--- src/rtl/alu_pkg.sv ---
// Package: shared operation encoding for the sliced ALU.
// Assumes: the two-bit code is decoded identically by every slice and the flag stage.
package alu_pkg;
    typedef enum logic [1:0] {
        OP_AND = 2'b00,
        OP_OR  = 2'b01,
        OP_ADD = 2'b10,
        OP_SUB = 2'b11
    } alu_op_e;
endpackage

--- src/rtl/alu_full_add.sv ---
// Module: one-bit full adder used inside each slice.
// Assumes: purely combinational, no state.
module alu_full_add (
    input  logic x_i,
    input  logic y_i,
    input  logic c_i,
    output logic s_o,
    output logic c_o
);
    logic prop;
    // Propagate term, sum and generate/propagate carry.
    always_comb begin
        prop = x_i ^ y_i;
        s_o  = prop ^ c_i;
        c_o  = (x_i & y_i) | (c_i & prop);
    end
endmodule

--- src/rtl/alu_bit_slice.sv ---
// Module: one bit of the ALU, made of an adder, a logic path and a result select.
// Assumes: sub_i is 1 only for subtract. It conditionally inverts the b bit on the adder path.
module alu_bit_slice
    import alu_pkg::*;
(
    input  logic    a_i,
    input  logic    b_i,
    input  logic    cin_i,
    input  logic    sub_i,
    input  alu_op_e op_i,
    output logic    res_o,
    output logic    cout_o
);
    logic b_eff;
    logic sum_bit;

    // Invert b for subtraction before it reaches the adder.
    always_comb b_eff = b_i ^ sub_i;

    alu_full_add fa_i (
        .x_i (a_i),
        .y_i (b_eff),
        .c_i (cin_i),
        .s_o (sum_bit),
        .c_o (cout_o)
    );

    // Pick the slice output for the selected operation.
    always_comb begin
        unique case (op_i)
            OP_AND:  res_o = a_i & b_i;
            OP_OR:   res_o = a_i | b_i;
            default: res_o = sum_bit;
        endcase
    end
endmodule

--- src/rtl/alu_flag_unit.sv ---
// Module: derives the carry, overflow and zero flags from the slice chain.
// Assumes: c_top_in is the carry entering the top slice and c_top_out the carry leaving it.
module alu_flag_unit
    import alu_pkg::*;
#(
    parameter int WIDTH = 4
) (
    input  alu_op_e          op_i,
    input  logic             c_top_in,
    input  logic             c_top_out,
    input  logic [WIDTH-1:0] res_i,
    output logic             carry_o,
    output logic             ovf_o,
    output logic             zero_o
);
    logic arith;

    // Gate carry and overflow to the arithmetic modes; derive zero in all modes.
    always_comb begin
        arith   = (op_i == OP_ADD) || (op_i == OP_SUB);
        carry_o = arith & c_top_out;
        ovf_o   = arith & (c_top_in ^ c_top_out);
        zero_o  = ~|res_i;
    end
endmodule

--- src/rtl/alu_sliced.sv ---
// Module: top of the combinational ALU, a ripple chain of WIDTH slices plus flags.
// Assumes: WIDTH >= 2, so that the carry into the top slice is distinct from the chain input.
module alu_sliced
    import alu_pkg::*;
#(
    parameter int WIDTH = 4
) (
    input  logic [WIDTH-1:0] a_i,
    input  logic [WIDTH-1:0] b_i,
    input  logic [1:0]       op_i,
    output logic [WIDTH-1:0] res_o,
    output logic             carry_o,
    output logic             ovf_o,
    output logic             zero_o
);
    localparam int MSB = WIDTH - 1;

    alu_op_e          op;
    logic             sub;
    logic [WIDTH:0]   chain;
    logic [WIDTH-1:0] res;

    // Decode the code; subtract is the only mode that injects a carry.
    always_comb begin
        op       = alu_op_e'(op_i);
        sub      = op_i[1] & op_i[0];
        chain[0] = sub;
    end

    for (genvar i = 0; i < WIDTH; i++) begin : g_slice
        alu_bit_slice slice_i (
            .a_i    (a_i[i]),
            .b_i    (b_i[i]),
            .cin_i  (chain[i]),
            .sub_i  (sub),
            .op_i   (op),
            .res_o  (res[i]),
            .cout_o (chain[i+1])
        );
    end

    alu_flag_unit #(.WIDTH(WIDTH)) flags_i (
        .op_i      (op),
        .c_top_in  (chain[MSB]),
        .c_top_out (chain[WIDTH]),
        .res_i     (res),
        .carry_o   (carry_o),
        .ovf_o     (ovf_o),
        .zero_o    (zero_o)
    );

    // Drive the result port.
    always_comb res_o = res;
endmodule

--- config.mk ---
export PLATFORM = sky130hd
export DESIGN_NAME = alu_sliced
export DESIGN_NICKNAME = d
export VERILOG_FILES = /design/src/rtl/alu_pkg.sv /design/src/rtl/alu_full_add.sv /design/src/rtl/alu_bit_slice.sv /design/src/rtl/alu_flag_unit.sv /design/src/rtl/alu_sliced.sv
export SDC_FILE = /design/constraint.sdc
export NUM_CORES = 1
export LEC_CHECK = 0
export CAP_MARGIN = 20
export CORE_AREA = 2 2 39 41
export DETAILED_ROUTE_END_ITERATION = 8
export DIE_AREA = 0 0 41 43
export DONT_BUFFER_PORTS = 1
export SETUP_SLACK_MARGIN = 0.02
export SLEW_MARGIN = 40
export SYNTH_ARGS = -nofsm -noshare
export SYNTH_HDL_FRONTEND = slang
export SYNTH_SLANG_ARGS = --single-unit
--- constraint.sdc ---
create_clock -name vclk -period 4.3
set_input_delay 0.86 -clock vclk [all_inputs]
set_output_delay 0.86 -clock vclk [all_outputs]
set_load 0.03 [all_outputs]
==> flow_summary.yaml, run 1 <==
global_routing:
  grt_usage: 0.0744
  grt_antenna_before_repair: 0
  grt_pass1_vias: 229
  grt_first_pass_wirelength_um: 952
  grt_overflow: 0
  grt_max_degree: 11
setup_path:
  cp.required_ns: 3.44
  worstPathArrival_ns: 3.04
  start_kind: "input pin"
  endpoint_kind: "output pin"
  critical_path.max_stage_delay_ns: 0.44
  cp_common_cell: "fa_1"
  crit_family: "adder cells"
  path_cells: "nand2_1 > xor2_1 > fa_1 > inv_1 > fa_1 > fa_1 > nand2_1 > o31ai_2 > nor4_2 > buf_4"
  worst-path-max-fanout: 10
  cp_slowest_cell: "fa_1"
  path_buf_inv: 2
  setup.worst_path.class: "input pin to output pin"
routing:
  vias: 235
  vias_per_cell: 4.52
  drt_iter0_drc: 1
  routed_wl_um: 600
  firstDrtPassIters: 2
  wl_per_cell_um: 11.5
  route.detailed.drc: 0
  drtAntennaViolNets: 0
pwr:
  p_comb_frac: 1.000
  power_frac_clock: 0
  seqPwrFrac: 0
  power.share.switching: 0.669
  internal-power_w: 0.0000193
  p_sw_w: 0.0000392
  ir_worst_vdd_uv: 80.0
  cellLeakagePower_nw: 0.132
  powerDensity_nw_per_um2: 187
worst_hold_path:
  hp-start: "op_i[1]"
  hold_end: "res_o[0]"
  hold_depth: 1
  hold_path_class: "input pin to output pin"
sta:
  rsz0062_at_grt: "no"
  hold_ws_ns: 1.88
  fin_tns_setup_ns: 0
  tightest_slew_ns: 0.766
  setup_viol: 0
  min_period_ns: 3.90
  relSlewSlack: 0.486
  min_period_over_period: 0.907
  fmax_mhz: 256
  drv_slew: 0
  finalHoldViolCount: 0
synth:
  synthDistinctLibCells: 17
  yosysWarningCount: 0
  syn_nets: 56
  synth_top_area_share: 0.178
  synth_top_cell_by_area: "fa_1"
  netlist_area_um2: 338
  syn_inst: 41
  synth-seq-area-share: 0
  synthTopCellsByArea: "fa_1 (18%), o31ai_2 (11%), buf_4 (8.9%)"
  syn-mean-instance-area_um2: 8.24
  yosys-top-cells-count: "inv_1 (5), nor2_1 (5), buf_4 (4), nand2_1 (4)"
floorplanning:
  die_width_um: 41
  io_pins: 17
  start_util: 0.244
  fp-row-count: 14
  core_um2: 1380
  die-area_um2: 1760
  die_y_um: 43
status:
  status: "complete, no violations"
layout:
  regArea_um2: 0
  area_growth_pct: -7.41
  nFillCells: 154
  drive_gt1_frac: 0.250
  seq_cell_count: 0
  clkbuf_count: 0
  final_nets: 53
  fin_util: 0.226
  antenna_cells: 0
  postLayoutCellArea_um2: 313
place:
  portBuffers: 0
  post_dp_cell_area_um2: 313
  gp_congestion: 0.735
  hpwl_um: 536
clocking:
  post_cts_resized: 0
  postCtsHoldBufs: 0
  post-cts-setup-buffers: 0
flow_run:
  maxCapViolCount: 0
[logic make-up (layout without fill, tap and decap cells)]
| family | count (synthesis) | count (layout) | share of synthesized area |
|---|---|---|---|
| buf+inv | 11 | 6 | 0.211 |
| compound gates | 9 | 9 | 0.252 |
| fa+ha+maj | 5 | 5 | 0.252 |
| simple gates | 12 | 12 | 0.181 |
| xor+xnor | 4 | 4 | 0.104 |
[worst max path at each step]
stage	slack [ns]	cells after the start	startpoint	end
2_1_floorplan	0.29	10	op_i[1]	zero_o
3_3_place_gp	0.41	10	op_i[1]	zero_o
3_5_place_dp	0.37	10	op_i[1]	zero_o
4_1_cts	0.37	10	op_i[1]	zero_o
5_1_grt	0.17	10	op_i[1]	zero_o
6_report	0.40	10	op_i[1]	zero_o
[layout by cell type (no fill, tap or decap)]
cell type  n
a21oi_1    3
nand2_1    4
fa_1       3
inv_1      5
o31ai_2    3
a21oi_2    1
o21bai_2   1
ha_1       2
buf_4      1
and2_1     1
xnor2_1    3
xor2_1     1
o22ai_2    1
and2_4     1
nor4_2     1
nor2_1     5
[metrics by stage]
| step | power [W] | cells | worst slack (ns) |
|---|---|---|---|
| 2_1_floorplan | 0.0000635 | 41 | 0.288 |
| 6_report | 0.0000585 | 52 | 0.399 |
| 5_1_grt | 0.0000653 | 52 | 0.173 |
| 3_5_place_dp | 0.0000592 | 52 | 0.375 |
| 3_3_place_gp | 0.0000577 | 52 | 0.411 |
| 4_1_cts | 0.0000596 | 52 | 0.367 |
[power groups by stage]
stage | registers, W | clock network, W | logic, W
after global routing | 0 | 0 | 0.0000653
after global placement | 0 | 0 | 0.0000577
final | 0 | 0 | 0.0000585
after floorplan | 0 | 0 | 0.0000635
after CTS | 0 | 0 | 0.0000596
after detailed placement | 0 | 0 | 0.0000592
[final cells by class]
type | instances | area, µm² | share of cell area
multi-input combinational | 30 | 267 | 0.852
timing repair buffer | 1 | 7.51 | 0.0240
inverter | 5 | 18.8 | 0.0600
tap | 16 | 20.0 | 0.0640
[routing by layer]
layer | up-vias | track usage | routed length, µm
li1 | 119 | - | -
met3 | 0 | 0.00524 | 70
met2 | 12 | 0.113 | 258
met4 | 0 | 0 | 0
met1 | 104 | 0.119 | 271
met5 | - | 0 | 0
Power figures use the tool's default switching activity.
==> run 2: changes to the inputs <==
SETUP_SLACK_MARGIN = 0.4   (was 0.02)
clock period = 4.02 ns   (was 4.3 ns; I/O delays follow)
==> run 2 against run 1 <==
Effect of this change: die area unchanged; cell count up 1.9%; critical path depth down 2; first-iteration DRC count rose to 4.0 times the previous value; count of clock-buffer cells in the layout unchanged; non-clock buffer count up 1; cell area up 6.8%; setup slack better by 0.080 ns; utilization up 1.5 points; power up 18%; via count unchanged; routed wire length up 3.5%; critical path type unchanged; largest power group unchanged.
==> flow_summary.yaml, run 2 (same netlist as run 1, synthesis figures left out) <==
status:
  status: "complete, no violations"
routing:
  maxUsedRoutingLayer: "met3"
  route.detailed.drc: 0
  wl_per_cell_um: 11.7
  met1_length_um: 250
  firstDrtPassIters: 3
  routed_wl_um: 621
  vias: 235
  dr_wl_met3_um: 52
  wl_met2_um: 317
  drtAntennaViolNets: 0
  vias_per_cell: 4.43
  drt_iter0_drc: 4
setup_path:
  critical_path.max_stage_delay_ns: 0.53
  crit_family: "adder cells"
  cp_slowest_cell: "nor4_4"
  path_cells: "nand2_2 > xor2_1 > fa_1 > inv_1 > fa_2 > nand2_1 > o31ai_2 > nor4_4"
  path_buf_inv: 1
  setup.worst_path.class: "input pin to output pin"
  endpoint_kind: "output pin"
  cp.required_ns: 3.22
  worst-path-max-fanout: 10
  start_kind: "input pin"
  worstPathArrival_ns: 2.74
sta:
  min_period_ns: 3.54
  min_period_over_period: 0.881
  drv_slew: 0
  tightest_slew_ns: 0.821
  setup_viol: 0
  relSlewSlack: 0.450
  fmax_mhz: 282
  fin_tns_setup_ns: 0
  finalHoldViolCount: 0
  rsz0062_at_grt: "yes"
global_routing:
  grt_overflow: 0
  grt_antenna_before_repair: 0
  grt_pass1_vias: 265
  grt_usage: 0.0864
  grt_max_degree: 11
  grt_first_pass_wirelength_mm: 1.13
layout:
  clkbuf_count: 0
  regArea_um2: 0
  drive_gt1_frac: 0.324
  antenna_cells: 0
  final_nets: 54
  nFillCells: 166
  fin_util: 0.241
  mostFrequentLayoutCells: "inv_1 (5), nor2_1 (5)"
  area_growth_pct: -1.11
  seq_cell_count: 0
floorplanning:
  fp-row-count: 14
  start_util: 0.244
  die_width_um: 41
  core_um2: 1380
  die_y_um: 43
  io_pins: 17
  die-area_um2: 1760
worst_hold_path:
  hold_path_class: "input pin to output pin"
pwr:
  ir_worst_vdd_uv: 57.1
  cellLeakagePower_nw: 0.137
  powerDensity_nw_per_um2: 206
place:
  portBuffers: 0
  hpwl_um: 575
  gp_congestion: 0.693
flow_run:
  maxCapViolCount: 0
clocking:
  postCtsHoldBufs: 0
  post-cts-setup-buffers: 0
## run 2: cell count changes in the layout (fill, tap and decap cells not counted)
| cell | delta |
|---|---|
| nor4_4 | +1 |
| fa_2 | +1 |
| nor4_2 | -1 |
| buf_4 | +1 |
| nand2_2 | +1 |
| fa_1 | -1 |
| nand2_1 | -1 |
## run 2: cell type report
type / count / area, µm² / area share
inverters: 5 / 18.8 / 0.0562
multi-input cells: 30 / 280 / 0.839
well taps: 16 / 20.0 / 0.0599
repair buffers: 2 / 15.0 / 0.0449
## run 2: path summary, 6_finish.rpt
check	end	slack, ns	cells after the start	from
max	zero_o	0.48	8	op_i[1]
min	res_o[2]	1.78	1	op_i[1]
## run 2: per-layer routing
layer	vias to the layer above	track usage
met5	-	0
met3	0	0.0105
met4	0	0
met2	8	0.153
met1	106	0.113
li1	121	-
## run 2: power by group
group	switching, W	internal, W	leakage, nW	total [W]
logic	0.0000442	0.0000246	0.137	0.0000687
registers	0	0	0	0
clock network	0	0	0	0
total	0.0000442	0.0000246	0.137	0.0000687
## run 2: stage by stage
| stage | setup WS (ns) | hold slack, ns | cell area (µm²) | power [W] | std cells |
|---|---|---|---|---|---|
| after floorplan | 0.343 | 1.89 | 352 | 0.0000718 | 41 |
| after global placement | 0.380 | 1.78 | 334 | 0.0000686 | 53 |
| final | 0.479 | 1.78 | 334 | 0.0000687 | 53 |
| after CTS | 0.463 | 1.78 | 334 | 0.0000702 | 53 |
| after detailed placement | 0.368 | 1.78 | 334 | 0.0000699 | 53 |
| after global routing | 0.322 | 1.79 | 334 | 0.0000765 | 53 |
## run 2: timing repair
item | 4_1_cts | 5_1_grt
pin swaps | 1 | 0
gates resized for setup | 0 | 0
hold endpoints to repair | 0 | 0
setup endpoints to repair | 1 | 1
cloned | 0 | 0
